**src/rtl/ser_cfg_pkg.sv**
```systemverilog
package ser_cfg_pkg;
  // Default frame geometry
  localparam int unsigned FRAME_W_DEF = 21;
  localparam int unsigned ADDR_W_DEF  = 2;
  localparam int unsigned SYNC_DEF    = 2;

  // Lane positions of the synchronized serial pins
  localparam int unsigned LANE_DATA = 0;
  localparam int unsigned LANE_CLK  = 1;
  localparam int unsigned LANE_LE   = 2;
  localparam int unsigned NUM_LANES = 3;
endpackage

```
**src/rtl/ser_cfg_sync.sv**
```systemverilog
module ser_cfg_sync #(
  parameter int unsigned WIDTH  = 3,
  parameter int unsigned STAGES = 2
) (
  input  logic             clk,
  input  logic             rst_n,
  input  logic [WIDTH-1:0] async_in,
  output logic [WIDTH-1:0] sync_out
);
  logic [STAGES-1:0][WIDTH-1:0] chain;

  always_ff @(posedge clk or negedge rst_n) begin
    if (!rst_n) chain[0] <= '0;
    else        chain[0] <= async_in;
  end

  for (genvar s = 1; s < STAGES; s++) begin : g_stage
    always_ff @(posedge clk or negedge rst_n) begin
      if (!rst_n) chain[s] <= '0;
      else        chain[s] <= chain[s-1];
    end
  end

  assign sync_out = chain[STAGES-1];
endmodule

```
**src/rtl/ser_cfg_edge.sv**
```systemverilog
module ser_cfg_edge #(
  parameter int unsigned WIDTH = 2
) (
  input  logic             clk,
  input  logic             rst_n,
  input  logic [WIDTH-1:0] level,
  output logic [WIDTH-1:0] rise
);
  logic [WIDTH-1:0] prev;

  always_ff @(posedge clk or negedge rst_n) begin
    if (!rst_n) prev <= '0;
    else        prev <= level;
  end

  assign rise = level & ~prev;
endmodule

```
**src/rtl/ser_cfg_shifter.sv**
```systemverilog
module ser_cfg_shifter #(
  parameter int unsigned FRAME_W = 21
) (
  input  logic               clk,
  input  logic               rst_n,
  input  logic               shift_en,
  input  logic               bit_in,
  output logic [FRAME_W-1:0] frame
);
  always_ff @(posedge clk or negedge rst_n) begin
    if (!rst_n)        frame <= '0;
    else if (shift_en) frame <= {frame[FRAME_W-2:0], bit_in};
  end
endmodule

```
**src/rtl/ser_cfg_bank.sv**
```systemverilog
module ser_cfg_bank #(
  parameter int unsigned FRAME_W = 21,
  parameter int unsigned ADDR_W  = 2,
  localparam int unsigned NUM_LATCH = 1 << ADDR_W
) (
  input  logic                          clk,
  input  logic                          rst_n,
  input  logic                          load,
  input  logic [FRAME_W-1:0]            frame,
  output logic [NUM_LATCH*FRAME_W-1:0]  latch_q,
  output logic [NUM_LATCH-1:0]          upd
);
  logic [ADDR_W-1:0]    dest;
  logic [NUM_LATCH-1:0] sel;

  assign dest = frame[ADDR_W-1:0];

  for (genvar i = 0; i < NUM_LATCH; i++) begin : g_latch
    logic [FRAME_W-1:0] store;

    assign sel[i] = load && (dest == ADDR_W'(i));

    always_ff @(posedge clk or negedge rst_n) begin
      if (!rst_n) begin
        store  <= '0;
        upd[i] <= 1'b0;
      end else begin
        upd[i] <= sel[i];
        if (sel[i]) store <= frame;
      end
    end

    assign latch_q[i*FRAME_W +: FRAME_W] = store;
  end
endmodule

```
**src/rtl/ser_cfg_loader.sv**
```systemverilog
module ser_cfg_loader
  import ser_cfg_pkg::*;
#(
  parameter int unsigned FRAME_W = FRAME_W_DEF,
  parameter int unsigned ADDR_W  = ADDR_W_DEF,
  parameter int unsigned STAGES  = SYNC_DEF,
  localparam int unsigned NUM_LATCH = 1 << ADDR_W
) (
  input  logic                         clk,
  input  logic                         rst_n,
  input  logic                         ser_clk,
  input  logic                         ser_data,
  input  logic                         ser_le,
  output logic [NUM_LATCH*FRAME_W-1:0] latch_q,
  output logic [NUM_LATCH-1:0]         upd_pulse
);
  logic [NUM_LANES-1:0] pins_raw;
  logic [NUM_LANES-1:0] pins_sync;
  logic [1:0]           edges;
  logic [FRAME_W-1:0]   frame;

  always_comb begin
    pins_raw            = '0;
    pins_raw[LANE_DATA] = ser_data;
    pins_raw[LANE_CLK]  = ser_clk;
    pins_raw[LANE_LE]   = ser_le;
  end

  ser_cfg_sync #(.WIDTH(NUM_LANES), .STAGES(STAGES)) u_sync (
    .clk      (clk),
    .rst_n    (rst_n),
    .async_in (pins_raw),
    .sync_out (pins_sync)
  );

  // edges[0]: serial clock rise, edges[1]: strobe rise
  ser_cfg_edge #(.WIDTH(2)) u_edge (
    .clk   (clk),
    .rst_n (rst_n),
    .level ({pins_sync[LANE_LE], pins_sync[LANE_CLK]}),
    .rise  (edges)
  );

  ser_cfg_shifter #(.FRAME_W(FRAME_W)) u_shift (
    .clk      (clk),
    .rst_n    (rst_n),
    .shift_en (edges[0]),
    .bit_in   (pins_sync[LANE_DATA]),
    .frame    (frame)
  );

  // A strobe in the same cycle as a shift copies the pre-shift frame.
  ser_cfg_bank #(.FRAME_W(FRAME_W), .ADDR_W(ADDR_W)) u_bank (
    .clk     (clk),
    .rst_n   (rst_n),
    .load    (edges[1]),
    .frame   (frame),
    .latch_q (latch_q),
    .upd     (upd_pulse)
  );
endmodule

```
**config.mk**
```make
export PLATFORM = sky130hd
export DESIGN_NAME = ser_cfg_loader
export DESIGN_NICKNAME = d
export VERILOG_FILES = /design/src/rtl/ser_cfg_pkg.sv /design/src/rtl/ser_cfg_sync.sv /design/src/rtl/ser_cfg_edge.sv /design/src/rtl/ser_cfg_shifter.sv /design/src/rtl/ser_cfg_bank.sv /design/src/rtl/ser_cfg_loader.sv
export SDC_FILE = /design/constraint.sdc
export NUM_CORES = 1
export LEC_CHECK = 0
export BUFFER_PORTS_ARGS = -buffer_cell sky130_fd_sc_hd__buf_2
export CAP_MARGIN = 30
export CORE_ASPECT_RATIO = 2
export CORE_MARGIN = 4
export CORE_UTILIZATION = 47
export DETAILED_ROUTE_END_ITERATION = 10
export PLACE_DENSITY = 0.7
export REMOVE_ABC_BUFFERS = 1
export SLEW_MARGIN = 5
export SYNTH_ARGS = -nofsm -noshare
export SYNTH_HDL_FRONTEND = slang
export SYNTH_HIERARCHICAL = 1
export SYNTH_SLANG_ARGS = --single-unit
```
**constraint.sdc**
```tcl
create_clock -name clk -period 1.79 [get_ports clk]
set_input_delay 0.358 -clock clk [delete_from_list [all_inputs] [get_ports clk]]
set_output_delay 0.358 -clock clk [all_outputs]
set_load 0.05 [all_outputs]
```
Word level (Yosys, flattened, before mapping)
Cells that the tools add are included.

Register bits after elaboration: 117. Bits in latches: 0. RAM bits: 0. ROM bits: 0. Bits of input ports: 5. Output and inout port bits: 88. Logic and storage cells: 22. Memories kept: 0.

Add/subtract/negate cells: 0. Multipliers: 0. Div/mod/pow operators: 0. Magnitude comparators: 0. Equality and inequality tests: 3. Shift operators: 0. Mux-type cells: 0. Bitwise logic cells: 2. Reductions and logical operators: 5.

Operators with widths (count): $eq 2x2->1 const B (2); $logic_and 1x1->1 (4); $and 2x2->2 (1); $eq 2x1->1 const B (1); $logic_not 2->1 (1); $not 2->2 (1).

Depth between registers and ports, before layout
Gate-level depths: netlist of run 1.

Depth after elaboration: 3. Depth in mapped cells: 5. Depth with buffers taken out: 3.

Hierarchy
The synthesis of run 1 kept the hierarchy.

Modules (own cells, without submodules): ser_cfg_bank (times used 1, cells each 187, area each 3196.8 um^2, seq. area each 2202.1 um^2); ser_cfg_shifter (times used 1, cells each 44, area each 859.6 um^2, seq. area each 525.5 um^2); ser_cfg_sync (times used 1, cells each 9, area each 172.7 um^2, seq. area each 150.1 um^2); ser_cfg_edge (times used 1, cells each 4, area each 77.6 um^2, seq. area each 50.0 um^2).

Worst setup path before layout of run 1
OpenSTA, ideal clock, no wires.

Kind: reg-to-reg. Start: register u_sync.chain, in the netlist u_sync/sync_out[2]. End: register u_bank.g_latch[0].store[10]. Library setup time: 0.125 ns. Arrival time: 1.334 ns. Required time: 1.665 ns. Setup slack: 0.331 ns. Stages on the path, launching flop included: 6. Path buffers: 2. Period minus slack after synthesis: 1.459 ns. Cells stage by stage: dfrtp_1 buf_4 nor2b_4 nor3b_2 buf_4 mux2_2.

Cells in the longest elaborated chain, start to end: 2.

Ends and longest elaborated chain: from (decl) (line ser_cfg_sync.sv:10) `logic [STAGES-1:0][WIDTH-1:0] chain;`; from (signal, indexed assignment) (line ser_cfg_sync.sv:20) `else chain[s] <= chain[s-1];`; $and 2x2->2 (line ser_cfg_edge.sv:16) `assign rise = level & ~prev;`; via edges[1] (line ser_cfg_loader.sv:19) `logic [1:0] edges;`; $logic_and 1x1->1 (line ser_cfg_bank.sv:21) `assign sel[i] = load && (dest == ADDR_W'(i));`; to (signal assigned) (line ser_cfg_bank.sv:29) `if (sel[i]) store <= frame;`; to (decl) (line ser_cfg_bank.sv:19) `logic [FRAME_W-1:0] store;`.

The timed path passes the listed nets, and every way through them passes these cells. A chain may end at the register's enable or synchronous reset.

Worst setup path after layout of run 1
Start: register u_edge.prev[1]. End: register u_bank.g_latch[0].store[7].

Cells in the longest elaborated chain, start to end: 3.

Ends and longest elaborated chain: from (decl) (line ser_cfg_edge.sv:9) `logic [WIDTH-1:0] prev;`; from (signal assigned) (line ser_cfg_edge.sv:13) `else prev <= level;`; $not 2->2 (line ser_cfg_edge.sv:16); $and 2x2->2 (line ser_cfg_edge.sv:16); via edges[1] (line ser_cfg_loader.sv:19); $logic_and 1x1->1 (line ser_cfg_bank.sv:21).

The timed path passes the listed nets, and every way through them passes these cells.

==> impl_metrics.ini, run 1 <==
[clocking]
tritoncts = done
clock_tree.root_cell = clkbuf_16
clockBufferDepth = 2
worst_skew_pair.late_latency_ps = 400
clock_sink_count = 117
cts.htree.levels = 4
cts_buffers = 17
clkSlewWorstSetupHoldPaths_ps = 50
cts.repair.resized = 0

[cells_and_area]
drive_above_1_share = 0.635
finalCoreUtilization = 0.622
nFillCells = 679
antenna_cells = 0
areaGrowthSynthToFinish_pct = 29.3
multi_input_area_sq_um = 1280
storage_element_area_sq_um = 2930
finalNetCount = 361

[critical_path]
critical_path_peak_fanout = 22
criticalPathCategory = flip-flop to flip-flop
required_time_of_the_worst_setup_path_ps = 2070
timing.critical_path.to_type = flip-flop
crit_path_start_kind = flip-flop
cp_data_arrival_time_ps = 1770

[timing]
fmax_mhz = 672
finalWorstPathRequiredPeriod_ps = 1490
setup-violations-final = 0
hold-worst-slack_ps = 67.1
min_period_over_period = 0.831
report.final.hold_viol_count = 0
grt_setup_unrepaired = false
worstMarginPinSlew_ps = 293
slew_headroom = 0.805
clock-skew-final_ps = 8.98
report.final.slew_viol_count = 0

[floorplan]
initial_cell_density_of_the_core = 0.481
fp.dieW_um = 75.7
core.rowCount = 49
placeable_core_region_sq_um = 8950
fp.dieH_um = 143
floorplan.die_area_sq_um = 10900
pin_count = 93

[route]
iter_0_drt_violations = 68
first_pass_iters = 4
drcViolationCount = 0
wl_per_cell_um = 18.2
routed_wl_um = 8530
detail-route-antenna-nets = 0
vias = 2371
vias_per_cell = 5.06

[synth]
synthTopCellsByCount = 117 x dfrtp_1, 76 x mux2_2, 20 x mux2_4
ys.flop_type = dfrtp_1
synth_edf_count = 0
yosysTopAreaCell = dfrtp_1
syn-instance-count = 244
ff_latch_count_synth = 117
synth.yosys.seq_area_share = 0.680
yosys.cell_types.count = 15
synth-async-reset-ratio = 1.00
netlist_area_sq_um = 4310
ys_top_cells_by_area = dfrtp_1 68%, mux2_2 20%, mux2_4 7.0%, buf_4 0.87%, buf_2 0.70%
synth_warnings = 6
postSynthAreaPerCell_sq_um = 17.7
synthMostInstantiatedCell = dfrtp_1
synth_top_area_share = 0.680

[global_routing]
grt_pass1_wl_um = 14000
grt.total_usage = 0.180
grt_antenna_before_repair = 0
globalRoute.totalOverflow = 0
grt_pass1_vias = 2637
maximum_number_of_pins_on_one_net_before_global_route_repair = 48

[pwr]
total_power_mw = 10.7
cellLeakagePower_nw = 2.97
peakVddDrop_mv = 1.18
powerDensity_nw_per_um2 = 1920

[run]
cap_violations = 0

[placed_design]
place_hpwl_um = 5960
globalplace.congestion = 0.729
buffer_ports.inserted = 92

[outcome]
outcome = completed

[hold_path]
timing.hold.worst.class = primary input to flip-flop
[through the flow]
step | TNS (ps) | cell area [sq um] | setup WS, ps | instances
after floorplan | -2790 | 4220 | -148 | 231
after global placement | 0 | 4950 | 383 | 438
after detailed placement | 0 | 4950 | 331 | 438
after CTS | 0 | 5570 | 310 | 469
after global routing | 0 | 5570 | 268 | 469
final | 0 | 5570 | 302 | 469
[kinds of logic (layout without fill, tap and decap cells)]
kind of cell / after synthesis / in the layout / share of synthesized area
multiplexers: 97 / 97 / 0.271
flip-flops: 117 / 117 / 0.680
AND/OR/NAND/NOR: 14 / 14 / 0.0256
buffers and inverters: 16 / 139 / 0.0235
[registers in the layout, indices dropped and copies added (netlist names)]
name,cells
u_bank/g_latch.store,84
u_shift/frame,21
u_bank/upd,4
u_sync/chain,3
u_sync/sync_out,3
u_edge/prev,2
[area by class of cell]
class                      count  share of cell area
sequential                   117               0.526
multi-input combinational    111               0.230
timing repair buffer         106               0.109
clock buffer                  20              0.0820
clock inverter                10              0.0279
tap                          102              0.0229
inverter                       3             0.00202
[cell usage in the layout (no fill, tap or decap)]
cell type	count
clkinvlp_4	2
buf_2	91
dlygate4sd3_1	1
clkinv_2	4
nand2b_1	4
mux2_1	1
dfrtp_1	117
inv_1	3
clkbuf_1	1
bufinv_16	4
clkbuf_8	2
nor2b_1	2
nor3b_4	1
nand3_1	1
mux2_2	76
mux2_4	20
nand3b_1	2
buf_4	11
and2_1	2
nor2b_4	2
clkbuf_16	17
buf_12	3
[layer usage]
layer  vias up  share of wire  track usage
li1       1065              -            -
met1      1226           0.38        0.200
met2        66           0.55        0.300
met3        14          0.050       0.0686
met4         0          0.020       0.0765
met5         -              0            0
[final timing paths]
path	slack, ps	cells after the start	endpoint	start
setup / recovery	300	4	u_bank/g_latch[0].store[7]$_DFFE_PN0P_	u_edge/prev[1]$_DFF_PN0_
hold / removal	70	1	u_sync/chain[1]$_DFF_PN0_	ser_clk
setup reg to reg	300	4	u_bank/g_latch[0].store[7]$_DFFE_PN0P_	u_edge/prev[1]$_DFF_PN0_
hold reg to reg	350	0	u_sync/sync_out[2]$_DFF_PN0_	u_sync/chain[2]$_DFF_PN0_
max in group asynchronous	820	3	u_bank/g_latch[1].store[1]$_DFFE_PN0P_	rst_n
min in group asynchronous	380	2	u_edge/prev[0]$_DFF_PN0_	rst_n
[what timing repair did]
action                    in CTS  in global routing
setup buffers                  0                  0
hold endpoints to repair      16                  0
hold buffers                   1                  0
[worst max-delay path, stage by stage (launching register included)]
cell	delay, ps
dfrtp_1	400
nor2b_4	150
nor3b_4	240
buf_12	210
mux2_2	360
[power breakdown]
group          internal [mW]  total, mW  switching (mW)
clock network           2.37       3.46            1.09
logic                   1.02       3.39            2.37
registers               3.33       3.86           0.521
total                   6.73       10.7            3.98
(Power assumes the default switching activity.)
==> run 2: changes to the inputs <==
==> constraint.sdc (replaced) <==
create_clock -name clk -period 1.5 [get_ports clk]
set_input_delay 0.3 -clock clk [delete_from_list [all_inputs] [get_ports clk]]
set_output_delay 0.3 -clock clk [all_outputs]
set_load 0.05 [all_outputs]
==> run 2 against run 1 <==
  * The flow now finishes with violations (hold timing)
  * Cell area grew 1.1%
  * Sequential power grew 19%
  * Maximum frequency grew 1.9%
  * Total power grew 20%
  * First-iteration DRC count grew 24%
  * Core utilization grew 0.67 points
  * Via count grew 1.1%
  * Critical endpoint is now u_bank/g_latch[0].store[12]$_DFFE_PN0P_
  * Largest cell class unchanged
==> impl_metrics.ini, run 2 (same netlist as run 1, synthesis figures left out) <==
[cells_and_area]
areaGrowthSynthToFinish_pct = 30.7
largest_reg_flops = 84
mostFrequentLayoutCells = 117 x dfrtp_1, 91 x buf_2, 75 x mux2_2
drive_above_1_share = 0.632
cell_count_final_fillers_out = 474
finalNetCount = 364
reg_top3 = u_bank/g_latch.store: 84 flops, u_shift/frame: 21 flops, u_bank/upd: 4 flops
max_flop_register = u_bank/g_latch.store
most_common_cell_after_layout_fill_and_taps_aside = dfrtp_1
nFillCells = 674
antenna_cells = 0

[critical_path]
timing.critical_path.to_type = flip-flop
reg2reg_setup_slack_ps = 40
crit_path_start_kind = flip-flop
criticalPathCategory = flip-flop to flip-flop
critical_path_peak_fanout = 16
required_time_of_the_worst_setup_path_ps = 1790
cp_data_arrival_time_ps = 1750

[route]
iter_0_drt_violations = 84
vias = 2398
wl_per_cell_um = 18.4
drcViolationCount = 0
vias_per_cell = 5.06
detail-route-antenna-nets = 0
first_pass_iters = 4
routed_wl_um = 8740

[clocking]
worst_skew_pair.late_latency_ps = 410
clockBufferDepth = 2
clock_tree.root_cell = clkbuf_16
tritoncts = done
clock_sink_count = 117
clkSlewWorstSetupHoldPaths_ps = 50
cts_buffers = 17
cts.htree.levels = 4

[placed_design]
place.detailed.instances = 438
globalplace.congestion = 0.735
place_hpwl_um = 5870
buffer_ports.inserted = 92

[timing]
finalWorstPathRequiredPeriod_ps = 1460
setup-violations-final = 0
report.final.slew_viol_count = 0
clock-skew-final_ps = 7.74
min_period_over_period = 0.974
grt_setup_unrepaired = true
fin_tns_setup_ps = 0
hold-worst-slack_ps = -61.0
worstMarginPinSlew_ps = 627
fmax_mhz = 685
report.final.hold_viol_count = 38
slew_headroom = 0.582

[floorplan]
floorplan.die_area_sq_um = 10900
placeable_core_region_sq_um = 8950
fp.dieW_um = 75.7
fp.dieH_um = 143
core.rowCount = 49
initial_cell_density_of_the_core = 0.481
pin_count = 93

[pwr]
peakVddDrop_mv = 1.13
total_power_mw = 12.9
powerDensity_nw_per_um2 = 2280
cellLeakagePower_nw = 3.01

[global_routing]
grt_antenna_before_repair = 0
grt.total_usage = 0.182
grt_pass1_wl_um = 14300
globalRoute.totalOverflow = 0
maximum_number_of_pins_on_one_net_before_global_route_repair = 118
grt_pass1_vias = 2684

[run]
cap_violations = 0

[hold_path]
timing.hold.worst.class = primary input to async pin

[outcome]
outcome = finished, violations left
violations_in_the_final_reports = hold timing
run 2: cell count changes in the layout (fill, tap and decap cells not counted), moves of 2 or more:
cell           change
dlygate4sd3_1      +2
clkinv_2           +3
buf_12             +2
clkinvlp_4         -2
run 2: repair_timing:
action                                  CTS  global route
endpoints found under the setup margin    0            19
endpoints found under the hold margin     3             0
buffers inserted                          0             1
gates resized for setup                   0             1
hold buffers                              3             0
run 2: per-layer routing:
metal  wire length (um)  up-vias  track usage
met1               3180     1243        0.203
met4                180        0       0.0820
met2               4960       61        0.305
met5                  0        -            0
met3                418       18       0.0637
li1                   -     1076            -
run 2: worst paths after layout:
check	from	endpoint	depth (start not counted)
setup reg to reg	u_edge/prev[1]$_DFF_PN0_	u_bank/g_latch[0].store[12]$_DFFE_PN0P_	4
setup / recovery	u_edge/prev[1]$_DFF_PN0_	u_bank/g_latch[0].store[12]$_DFFE_PN0P_	4
max in group asynchronous	rst_n	u_bank/g_latch[2].store[1]$_DFFE_PN0P_	2
hold / removal	rst_n	u_bank/g_latch[2].store[15]$_DFFE_PN0P_	2
hold reg to reg	u_sync/chain[0]$_DFF_PN0_	u_sync/sync_out[0]$_DFF_PN0_	0
min in group clk	u_sync/chain[0]$_DFF_PN0_	u_sync/sync_out[0]$_DFF_PN0_	0
run 2: through the flow:
step / util / worst slack (ps) / area [sq um]
finish: 0.629 / 39.2 / 5630
floorplan: - / -438 / 4220
global route: 0.629 / -31.9 / 5630
detailed placement: 0.556 / 59.6 / 4970
global placement: 0.556 / 84.5 / 4970
CTS: 0.628 / 36.6 / 5620
run 2: final cells by class:
type | count | area [sq um] | area share
sequential | 117 | 2930 | 0.520
multi-input combinational | 111 | 1290 | 0.229
timing repair buffer | 109 | 661 | 0.117
clock buffer | 21 | 460 | 0.0818
clock inverter | 11 | 155 | 0.0276
tap | 102 | 128 | 0.0227
inverter | 3 | 11.3 | 0.00200
run 2: report_power, final:
part / internal, mW / switching (mW)
Sequential: 3.98 / 0.632
Combinational: 1.23 / 2.84
Clock: 2.84 / 1.34
run 2: worst max-delay path, cell delays in order, from the launching register on:
cell     delay, ps
dfrtp_1        390
nor2b_4        150
nor3b_4        260
buf_12         190
mux2_2         340
==> run 3: changes to the inputs <==
--- a/config.mk
+++ b/config.mk
@@ -12,6 +12,7 @@
 export CORE_UTILIZATION = 47
 export DETAILED_ROUTE_END_ITERATION = 10
 export PLACE_DENSITY = 0.7
+export RECOVER_POWER = 25
 export REMOVE_ABC_BUFFERS = 1
 export SLEW_MARGIN = 5
 export SYNTH_ARGS = -nofsm -noshare
==> run 3 against run 2 <==
  * The run now ends clean
  * Via count about the same
  * Critical path depth unchanged
  * Largest power group unchanged
  * Routed wire length unchanged
  * Clock power about the same
==> impl_metrics.ini, run 3 (same netlist as run 1, synthesis figures left out) <==
[outcome]
outcome = completed

[timing]
setup-violations-final = 0
grt_setup_unrepaired = true
hold-worst-slack_ps = 282
report.final.hold_viol_count = 0
report.final.slew_viol_count = 0
min_period_over_period = 0.970
clock-skew-final_ps = 9.18
fmax_mhz = 687
slew_headroom = 0.0374
worstMarginPinSlew_ps = 1440
finalWorstPathRequiredPeriod_ps = 1460

[floorplan]
core.rowCount = 49
initial_cell_density_of_the_core = 0.481
pin_count = 93
fp.dieH_um = 143
placeable_core_region_sq_um = 8950
floorplan.die_area_sq_um = 10900
fp.dieW_um = 75.7

[clocking]
clockBufferDepth = 2
clock_sink_count = 117
clkSlewWorstSetupHoldPaths_ps = 50
cts.htree.levels = 4
clock_tree.root_cell = clkbuf_16
worst_skew_pair.late_latency_ps = 410
cts_buffers = 17
tritoncts = done

[critical_path]
timing.critical_path.to_type = flip-flop
r2r_end = u_bank/g_latch[0].store[12]$_DFFE_PN0P_
crit_path_start_kind = flip-flop
r2r_path_start = u_edge/prev[1]$_DFF_PN0_
cp_data_arrival_time_ps = 1750
reg2reg_setup_slack_ps = 40
criticalPathCategory = flip-flop to flip-flop
critical_path_peak_fanout = 16
worstPathCellList = nor2b_4, nor3b_4, buf_12, mux2_2
crit_path_top_delay_cell = dfrtp_1
critical_path.max_stage_delay_ps = 390
reg2reg_depth = 4
required_time_of_the_worst_setup_path_ps = 1790

[route]
routed_wl_um = 8740
wl_per_cell_um = 18.4
detail-route-antenna-nets = 0
drcViolationCount = 0
vias = 2399
iter_0_drt_violations = 67
vias_per_cell = 5.06
first_pass_iters = 4

[cells_and_area]
most_common_cell_after_layout_fill_and_taps_aside = dfrtp_1
drive_above_1_share = 0.632
areaGrowthSynthToFinish_pct = 30.4
max_flop_register = u_bank/g_latch.store
finalNetCount = 364
reg_top3 = u_bank/g_latch.store: 84 flops, u_shift/frame: 21 flops, u_bank/upd: 4 flops
largest_reg_flops = 84
antenna_cells = 0
finalCoreUtilization = 0.628
mostFrequentLayoutCells = 117 x dfrtp_1, 91 x buf_2, 75 x mux2_2

[global_routing]
grt_pass1_vias = 2684
grt_antenna_before_repair = 0
grt_pass1_wl_um = 14300
maximum_number_of_pins_on_one_net_before_global_route_repair = 118
grt.total_usage = 0.182
globalRoute.totalOverflow = 0

[pwr]
peakVddDrop_mv = 1.13
cellLeakagePower_nw = 3.01
powerDensity_nw_per_um2 = 2290

[placed_design]
globalplace.congestion = 0.735
buffer_ports.inserted = 92
place_hpwl_um = 5870

[hold_path]
timing.hold.worst.class = primary input to async pin

[run]
cap_violations = 0
[run 3: worst max-delay path, delay by kind of cell (launching register included)]
family        cells  cell delay [ps]
simple gates      2              410
buf+inv           1              190
mux               1              340
flops             1              390
[run 3: area by class of cell]
cell class                 instances  area [sq um]
sequential                       117          2930
tap                              102           128
timing repair buffer             109           648
inverter                           3          11.3
multi-input combinational        111          1290
clock inverter                    11           155
clock buffer                      21           460
fill                             676          3330
[run 3: power breakdown]
| part | switching (mW) | internal [mW] | leakage [nW] | total (mW) |
|---|---|---|---|---|
| combinational | 2.84 | 1.23 | 1.18 | 4.06 |
| clock | 1.34 | 2.84 | 0.310 | 4.18 |
| sequential | 0.634 | 3.98 | 1.52 | 4.61 |
[run 3: routing by layer]
layer  global-route usage  wire length, um  up-vias
met3               0.0637              409       14
li1                     -                -     1078
met1                0.203             3220     1245
met5                    0                0        -
met4               0.0820              153        0
met2                0.305             4960       62
[run 3: per-stage QoR]
| stage | instance area (sq um) | power, mW | setup slack, ps | setup TNS, ps | std cells |
|---|---|---|---|---|---|
| floorplan | 4220 | 7.62 | -438 | -14110 | 231 |
| global placement | 4970 | 8.69 | 84.5 | 0 | 438 |
| detailed placement | 4970 | 8.78 | 59.6 | 0 | 438 |
| CTS | 5620 | 13.0 | 36.6 | 0 | 473 |
| global route | 5620 | 13.4 | -31.9 | -367 | 474 |
| finish | 5620 | 12.9 | 44.8 | 0 | 474 |
[run 3: timing repair]
action / CTS / global route
hold buffers: 3 / 0
endpoints found under the setup margin: 0 / 19
hold endpoints to repair: 3 / 0
resized for setup: 0 / 1
buffers inserted: 0 / 1
[run 3: worst max path at each step]
stage               slack (ps)  depth (start not counted)                                       to                      from
floorplan                 -440                          3  u_bank/g_latch[0].store[10]$_DFFE_PN0P_  u_edge/prev[1]$_DFF_PN0_
global placement            80                          4  u_bank/g_latch[0].store[11]$_DFFE_PN0P_  u_edge/prev[1]$_DFF_PN0_
detailed placement          60                          4  u_bank/g_latch[0].store[10]$_DFFE_PN0P_  u_edge/prev[1]$_DFF_PN0_
CTS                         40                          4  u_bank/g_latch[0].store[12]$_DFFE_PN0P_  u_edge/prev[1]$_DFF_PN0_
global route               -30                          4   u_bank/g_latch[0].store[5]$_DFFE_PN0P_  u_edge/prev[1]$_DFF_PN0_
finish                      40                          4  u_bank/g_latch[0].store[12]$_DFFE_PN0P_  u_edge/prev[1]$_DFF_PN0_
